--- src/rtl/outclk_seq_pkg.sv ---
package outclk_seq_pkg;
  parameter int unsigned CH_COUNT_DEF = 12;
  parameter int unsigned SETTLE_DEF   = 5;

  typedef struct packed {
    logic bw;
    logic byp;
  } strap_t;
endpackage

--- src/rtl/outclk_rst_sync.sv ---
module outclk_rst_sync (
  input  logic clk,
  input  logic arst_n,
  output logic srst_n
);
  logic stage_q;
  logic out_q;

  always_ff @(posedge clk or negedge arst_n) begin
    if (!arst_n) begin
      stage_q <= 1'b0;
      out_q   <= 1'b0;
    end else begin
      stage_q <= 1'b1;
      out_q   <= stage_q;
    end
  end

  assign srst_n = out_q;
endmodule

--- src/rtl/outclk_bit_sync.sv ---
module outclk_bit_sync #(
  parameter int unsigned WIDTH   = 1,
  parameter logic        RST_VAL = 1'b0
) (
  input  logic             clk,
  input  logic             rst_n,
  input  logic [WIDTH-1:0] d,
  output logic [WIDTH-1:0] q
);
  logic [WIDTH-1:0] meta_q;
  logic [WIDTH-1:0] sync_q;

  always_ff @(posedge clk or negedge rst_n) begin
    if (!rst_n) begin
      meta_q <= {WIDTH{RST_VAL}};
      sync_q <= {WIDTH{RST_VAL}};
    end else begin
      meta_q <= d;
      sync_q <= meta_q;
    end
  end

  assign q = sync_q;
endmodule

--- src/rtl/outclk_strap_cap.sv ---
module outclk_strap_cap
  import outclk_seq_pkg::*;
(
  input  logic   clk,
  input  logic   rst_n,
  input  logic   pg_n_s,
  input  strap_t straps_s,
  output logic   run,
  output strap_t straps_q
);
  logic   run_q, run_d;
  strap_t hold_q, hold_d;
  logic   cap_en;

  always_comb begin
    cap_en = !run_q && !pg_n_s;
    run_d  = run_q;
    hold_d = hold_q;
    if (cap_en) begin
      run_d  = 1'b1;
      hold_d = straps_s;
    end
  end

  always_ff @(posedge clk or negedge rst_n) begin
    if (!rst_n) begin
      run_q  <= 1'b0;
      hold_q <= '0;
    end else if (cap_en) begin
      run_q  <= run_d;
      hold_q <= hold_d;
    end
  end

  assign run      = run_q;
  assign straps_q = hold_q;

  AST_STRAP_HOLD: assert property (@(posedge clk) disable iff (!rst_n)
    (run_q && $past(run_q)) |-> $stable(hold_q));
  AST_RUN_STICKY: assert property (@(posedge clk) disable iff (!rst_n)
    run_q |=> run_q);
endmodule

--- src/rtl/outclk_chan.sv ---
module outclk_chan #(
  parameter int unsigned SETTLE = 5
) (
  input  logic clk,
  input  logic rst_n,
  input  logic run,
  input  logic en_bit,
  input  logic oe_n_s,
  output logic gate,
  output logic clk_gated
);
  localparam int unsigned CW = (SETTLE > 1) ? $clog2(SETTLE) : 1;
  localparam logic [CW-1:0] CNT_LAST = CW'(SETTLE - 1);

  logic          want;
  logic          cur_q, cur_d;
  logic [CW-1:0] cnt_q, cnt_d;
  logic          gate_q;

  always_comb begin
    want  = run && en_bit && !oe_n_s;
    cur_d = cur_q;
    cnt_d = '0;
    if (want != cur_q) begin
      if (cnt_q == CNT_LAST) begin
        cur_d = want;
      end else begin
        cnt_d = cnt_q + 1'b1;
      end
    end
  end

  always_ff @(posedge clk or negedge rst_n) begin
    if (!rst_n) begin
      cur_q <= 1'b0;
      cnt_q <= '0;
    end else begin
      cur_q <= cur_d;
      cnt_q <= cnt_d;
    end
  end

  always_ff @(negedge clk or negedge rst_n) begin
    if (!rst_n) begin
      gate_q <= 1'b0;
    end else begin
      gate_q <= cur_q;
    end
  end

  assign gate      = gate_q;
  assign clk_gated = clk & gate_q;

  AST_SWITCH_AFTER_WINDOW: assert property (@(posedge clk) disable iff (!rst_n)
    (cnt_q != CNT_LAST) |=> $stable(cur_q));
  AST_CNT_BOUND: assert property (@(posedge clk) disable iff (!rst_n)
    cnt_q <= CNT_LAST);
  AST_OFF_BEFORE_RUN: assert property (@(posedge clk) disable iff (!rst_n)
    !run |-> !cur_q);
  AST_ON_NEEDS_BOTH: assert property (@(posedge clk) disable iff (!rst_n)
    $rose(cur_q) |-> $past(en_bit && !oe_n_s));
endmodule

--- src/rtl/outclk_seq.sv ---
module outclk_seq
  import outclk_seq_pkg::*;
#(
  parameter int unsigned NCH    = CH_COUNT_DEF,
  parameter int unsigned SETTLE = SETTLE_DEF
) (
  input  logic           clk_src,
  input  logic           rst_n,
  input  logic           pwrgd_n,
  input  logic           pd,
  input  logic           strap_bw,
  input  logic           strap_byp,
  input  logic [NCH-1:0] oe_n,
  input  logic [NCH-1:0] reg_en,
  output logic [NCH-1:0] clk_out,
  output logic [NCH-1:0] drv_en,
  output logic           pwr_up,
  output logic           bw_sel,
  output logic           byp_sel
);
  localparam int unsigned HI_W = NCH + 1;

  logic          arst_n;
  logic          core_rst_n;
  logic [NCH:0]  hi_sync;
  logic [NCH-1:0] oe_n_s;
  logic          pg_n_s;
  strap_t        straps_raw, straps_s, straps_q;
  logic          run;

  assign arst_n = rst_n && !pd;

  outclk_rst_sync u_rst (
    .clk    (clk_src),
    .arst_n (arst_n),
    .srst_n (core_rst_n)
  );

  outclk_bit_sync #(.WIDTH(HI_W), .RST_VAL(1'b1)) u_hi_sync (
    .clk   (clk_src),
    .rst_n (core_rst_n),
    .d     ({pwrgd_n, oe_n}),
    .q     (hi_sync)
  );

  assign oe_n_s = hi_sync[NCH-1:0];
  assign pg_n_s = hi_sync[NCH];

  assign straps_raw.bw  = strap_bw;
  assign straps_raw.byp = strap_byp;

  outclk_bit_sync #(.WIDTH(2), .RST_VAL(1'b0)) u_strap_sync (
    .clk   (clk_src),
    .rst_n (core_rst_n),
    .d     (straps_raw),
    .q     (straps_s)
  );

  outclk_strap_cap u_cap (
    .clk      (clk_src),
    .rst_n    (core_rst_n),
    .pg_n_s   (pg_n_s),
    .straps_s (straps_s),
    .run      (run),
    .straps_q (straps_q)
  );

  for (genvar ch = 0; ch < NCH; ch++) begin : g_chan
    outclk_chan #(.SETTLE(SETTLE)) u_chan (
      .clk       (clk_src),
      .rst_n     (core_rst_n),
      .run       (run),
      .en_bit    (reg_en[ch]),
      .oe_n_s    (oe_n_s[ch]),
      .gate      (drv_en[ch]),
      .clk_gated (clk_out[ch])
    );
  end

  assign pwr_up  = run;
  assign bw_sel  = straps_q.bw;
  assign byp_sel = straps_q.byp;

  AST_PD_QUIET: assert property (@(posedge clk_src)
    pd |-> (drv_en == '0) && !pwr_up);
endmodule

--- config.mk ---
export PLATFORM = sky130hd
export DESIGN_NAME = outclk_seq
export DESIGN_NICKNAME = d
export VERILOG_FILES = /design/src/rtl/outclk_seq_pkg.sv /design/src/rtl/outclk_rst_sync.sv /design/src/rtl/outclk_bit_sync.sv /design/src/rtl/outclk_strap_cap.sv /design/src/rtl/outclk_chan.sv /design/src/rtl/outclk_seq.sv
export SDC_FILE = /design/constraint.sdc
export NUM_CORES = 1
export LEC_CHECK = 0
export BUFFER_PORTS_ARGS = -buffer_cell sky130_fd_sc_hd__buf_4
export CORE_MARGIN = 2
export CORE_UTILIZATION = 51
export CTS_CLUSTER_SIZE = 40
export DETAILED_ROUTE_END_ITERATION = 8
export PLACE_DENSITY = 0.79
export SLEW_MARGIN = 40
export SYNTH_ARGS = -nofsm -noshare
export SYNTH_HDL_FRONTEND = slang
export SYNTH_HIERARCHICAL = 1
export SYNTH_SLANG_ARGS = --single-unit
--- constraint.sdc ---
create_clock -name clk_src -period 2.85 [get_ports clk_src]
set_input_delay 0.285 -clock clk_src [delete_from_list [all_inputs] [get_ports clk_src]]
set_output_delay 0.285 -clock clk_src [all_outputs]
set_load 0.01 [all_outputs]
# Word-level counts from Yosys, hierarchy flattened
# Index checks and enable logic that the tools add are counted.
[op_classes] add_sub_neg=12 n_eq_ne=24 n_mux=24 bitwise=12 reduce_logical=53
[ops] op="3-bit two-way mux" n=24
[ops] op="3-bit by 1-bit adder with 3-bit output, second input constant" n=12
[ops] op="3-bit equality test, second input constant" n=12
[ops] op="1-bit logical AND" n=26
[ops] op="2-bit AND reduction" n=12
[ops] op="1-bit logical NOT" n=15
[ops] op="1-bit AND" n=12
[ops] op="1-bit inequality test" n=12
[word_totals] register_bits=95 in_bits=30 elab_cells=170

# Depth between registers and ports, before layout
[logic_depth] depth_word=4 ltp_mapped=5 mapped_depth_nobuf=5

# Modules after synthesis
# The synthesis kept the hierarchy.
[modules_own_cells] module="outclk_chan" instances=12 cells_each=21 area_each_um2=251.5 seq_area_each_um2=125.1
[modules_own_cells] module="outclk_bit_sync at u_hi_sync" instances=1 cells_each=26 area_each_um2=683.2 seq_area_each_um2=683.2
[modules_own_cells] module="outclk_strap_cap" instances=1 cells_each=7 area_each_um2=111.4 seq_area_each_um2=75.1
[modules_own_cells] module="outclk_bit_sync at u_strap_sync" instances=1 cells_each=4 area_each_um2=100.1 seq_area_each_um2=100.1
[modules_own_cells] module="outclk_rst_sync" instances=1 cells_each=3 area_each_um2=53.8 seq_area_each_um2=50.0
[modules_own_cells] module="outclk_seq" instances=1 cells_each=1 area_each_um2=13.8 seq_area_each_um2=0.0

==> run metrics <==
ANT nets after route=0; area leader, netlist=dfrtp_1; Required @ worst endpoint=2570 ps; IR drop worst, VDD=0.516 mV; Worst-Margin Slew=529 ps; CP max stage delay=420 ps; Tot Pwr=5.09 mW; Pleak=2.44 nW; Max Cap Viol=0; initial core utilization=52.0%; area delta synth->final=30.8%; register area share after synthesis=60.5%; ant diodes=0; Net Count, Synth=347; crit path capture type=primary output; Port Buffers=56; Worst-path clk slew=90 ps; most common cell after layout, fill and taps aside=buf_4; Pins Over Slew Limit=0; layout net count=446; initial antenna violation count=0; # DRC=0; endpoints failing hold=0; first-pass GRT wire length=11.2 mm; CP Launch Type=register; Cell Rows=32; Mapped Cells=293; clk_skew=7.92 ps; DP HPWL=4.31 mm; post-route setup TNS=0 ps; final cell count without fillers=500; synthesis warning total=6; Placed Area=4580 µm²; CP Class=register to primary output; CP Max Fanout=2; Mean Syn Cell Area=13.6 µm²; DR iter-0 viols=33; GPL Wtd Cong=0.700; crit path cell chain=and2_4 > buf_6; Final Cell Area=5210 µm²; vias in the first global route=2,718; clock latency on the worst-skew pair=460 ps; Overflow after GRT=0; unrepaired setup endpoints after global routing=true; slowest CP cell=dfrtn_1; synthesized cell area=3980 µm²; crit path DAT=2530 ps; Util after Layout=68.1%; run status=complete, no violations; First-pass DRT Iterations=4; die area=8530 µm²; CTS tree=yes; core box area=7650 µm²; All-Layer GR Usage=17.4%; largest net degree at the start of global routing=42; total wire length=6.38 mm; Yosys cell types=20; IO Pins=57; Placed Instances=457; most frequent cells in the layout=buf_4 (61), dfrtp_1 (56), inv_1 (36); PwrDens=977 nW/µm²; crit-path leading delay family=flip-flops; Area contributors post-synth=dfrtp_1 (36%), dfstp_2 (17%), dfrtn_1 (7.5%); vias post-DR=2,317; chip width=92.3 µm; worst path bufs/invs=1; worst rel slew slack=64.7%; Yosys reg bits=95; worst hold path type=input port to register; final setup vio count=0; via/cell ratio=4.63; layout cell share with drive strength beyond 1=39.4%; top-area cell type share of the netlist area=35.8%; die span in y=92.3 µm; Wirelength per Cell=12.8 µm
-- timing repair --
action / in CTS / in global routing
setup endpoints to repair: 0 / 10
hold buffers: 17 / 0
resized for setup: 0 / 6
hold endpoints to repair: 17 / 0
setup buffers: 0 / 2
-- Yosys cell counts, drive strengths merged --
cell type  number
dfrtp          57
inv            36
dfstp          26
ha             24
nand2          24
nor3b          24
nor2           13
nor2b          13
a21oi          12
and2           12
dfrtn          12
nand3b         12
o21ai          12
xor2           12
mux2            2
conb            1
or2b            1
-- tightest hold or removal path, delay by kind of cell --
kind	cells	cell delay, ps
compound gates	1	80
simple gates	1	70
buf+inv	1	120
-- final timing paths --
path,endpoint,from,slack (ps),cells past startpoint
max in group asynchronous,g_chan[7].u_chan/gate,u_rst/srst_n,820,0
max reg2reg,g_chan[7].u_chan/gate,u_rst/srst_n,820,0
min,g_chan[1].u_chan/cur_q,reg_en[1],140,3
max,clk_out[5],g_chan[5].u_chan/gate,40,2
min in group asynchronous,u_rst/srst_n,pd,270,3
min reg2reg,g_chan[10].u_chan/cnt_q[0],u_rst/srst_n,310,0
-- area by class of cell --
class	count	area [µm²]
Clock buffer	31	398
Clock inverter	5	129
Fill cell	549	2440
Inverter	36	135
Multi-Input combinational cell	162	1440
Sequential cell	95	2410
Tap cell	102	128
Timing Repair Buffer	69	561
-- power breakdown --
part           switching [mW]  total, mW  leakage, nW  internal, mW
registers               0.296       2.03         1.14          1.74
clock network           0.702       1.99        0.315          1.29
logic                   0.498       1.06        0.988         0.565
-- cell families after synthesis --
group	Yosys count	share of synthesized area, %
other	1	0.0942
muxes	2	0.566
adders and majority gates	24	7.54
xor gates and xnor gates	12	4.90
and+or+nand+nor	99	19.9
DFF	95	60.5
AOI/OAI and AO/OA	24	3.02
buffers and inverters	36	3.40
-- per-stage QoR --
stage	worst slack [ps]	hold slack, ps
final	36.0	144
after floorplan	477	61.2
after detailed placement	532	181
after global routing	-8.35	134
after CTS	21.0	123
after global placement	527	177
-- routing by layer --
metal  GRT usage (%)  wire length, µm
met1            17.6             2500
met2            28.6             3250
met3            6.75              391
met4            13.6              232
met5               0                0
-- state kept, by name, indices dropped and copies added, names as in the netlist --
| signal | count |
|---|---|
| g_chan.u_chan/cnt_q | 36 |
| u_hi_sync/meta_q | 13 |
| u_hi_sync/q | 13 |
| g_chan.u_chan/cur_q | 12 |
| g_chan.u_chan/gate | 12 |
| u_cap/straps_q | 2 |
| u_strap_sync/meta_q | 2 |
| u_strap_sync/q | 2 |
| u_cap/run | 1 |
| u_rst/srst_n | 1 |
| u_rst/stage_q | 1 |
(Power assumes the default switching activity.)
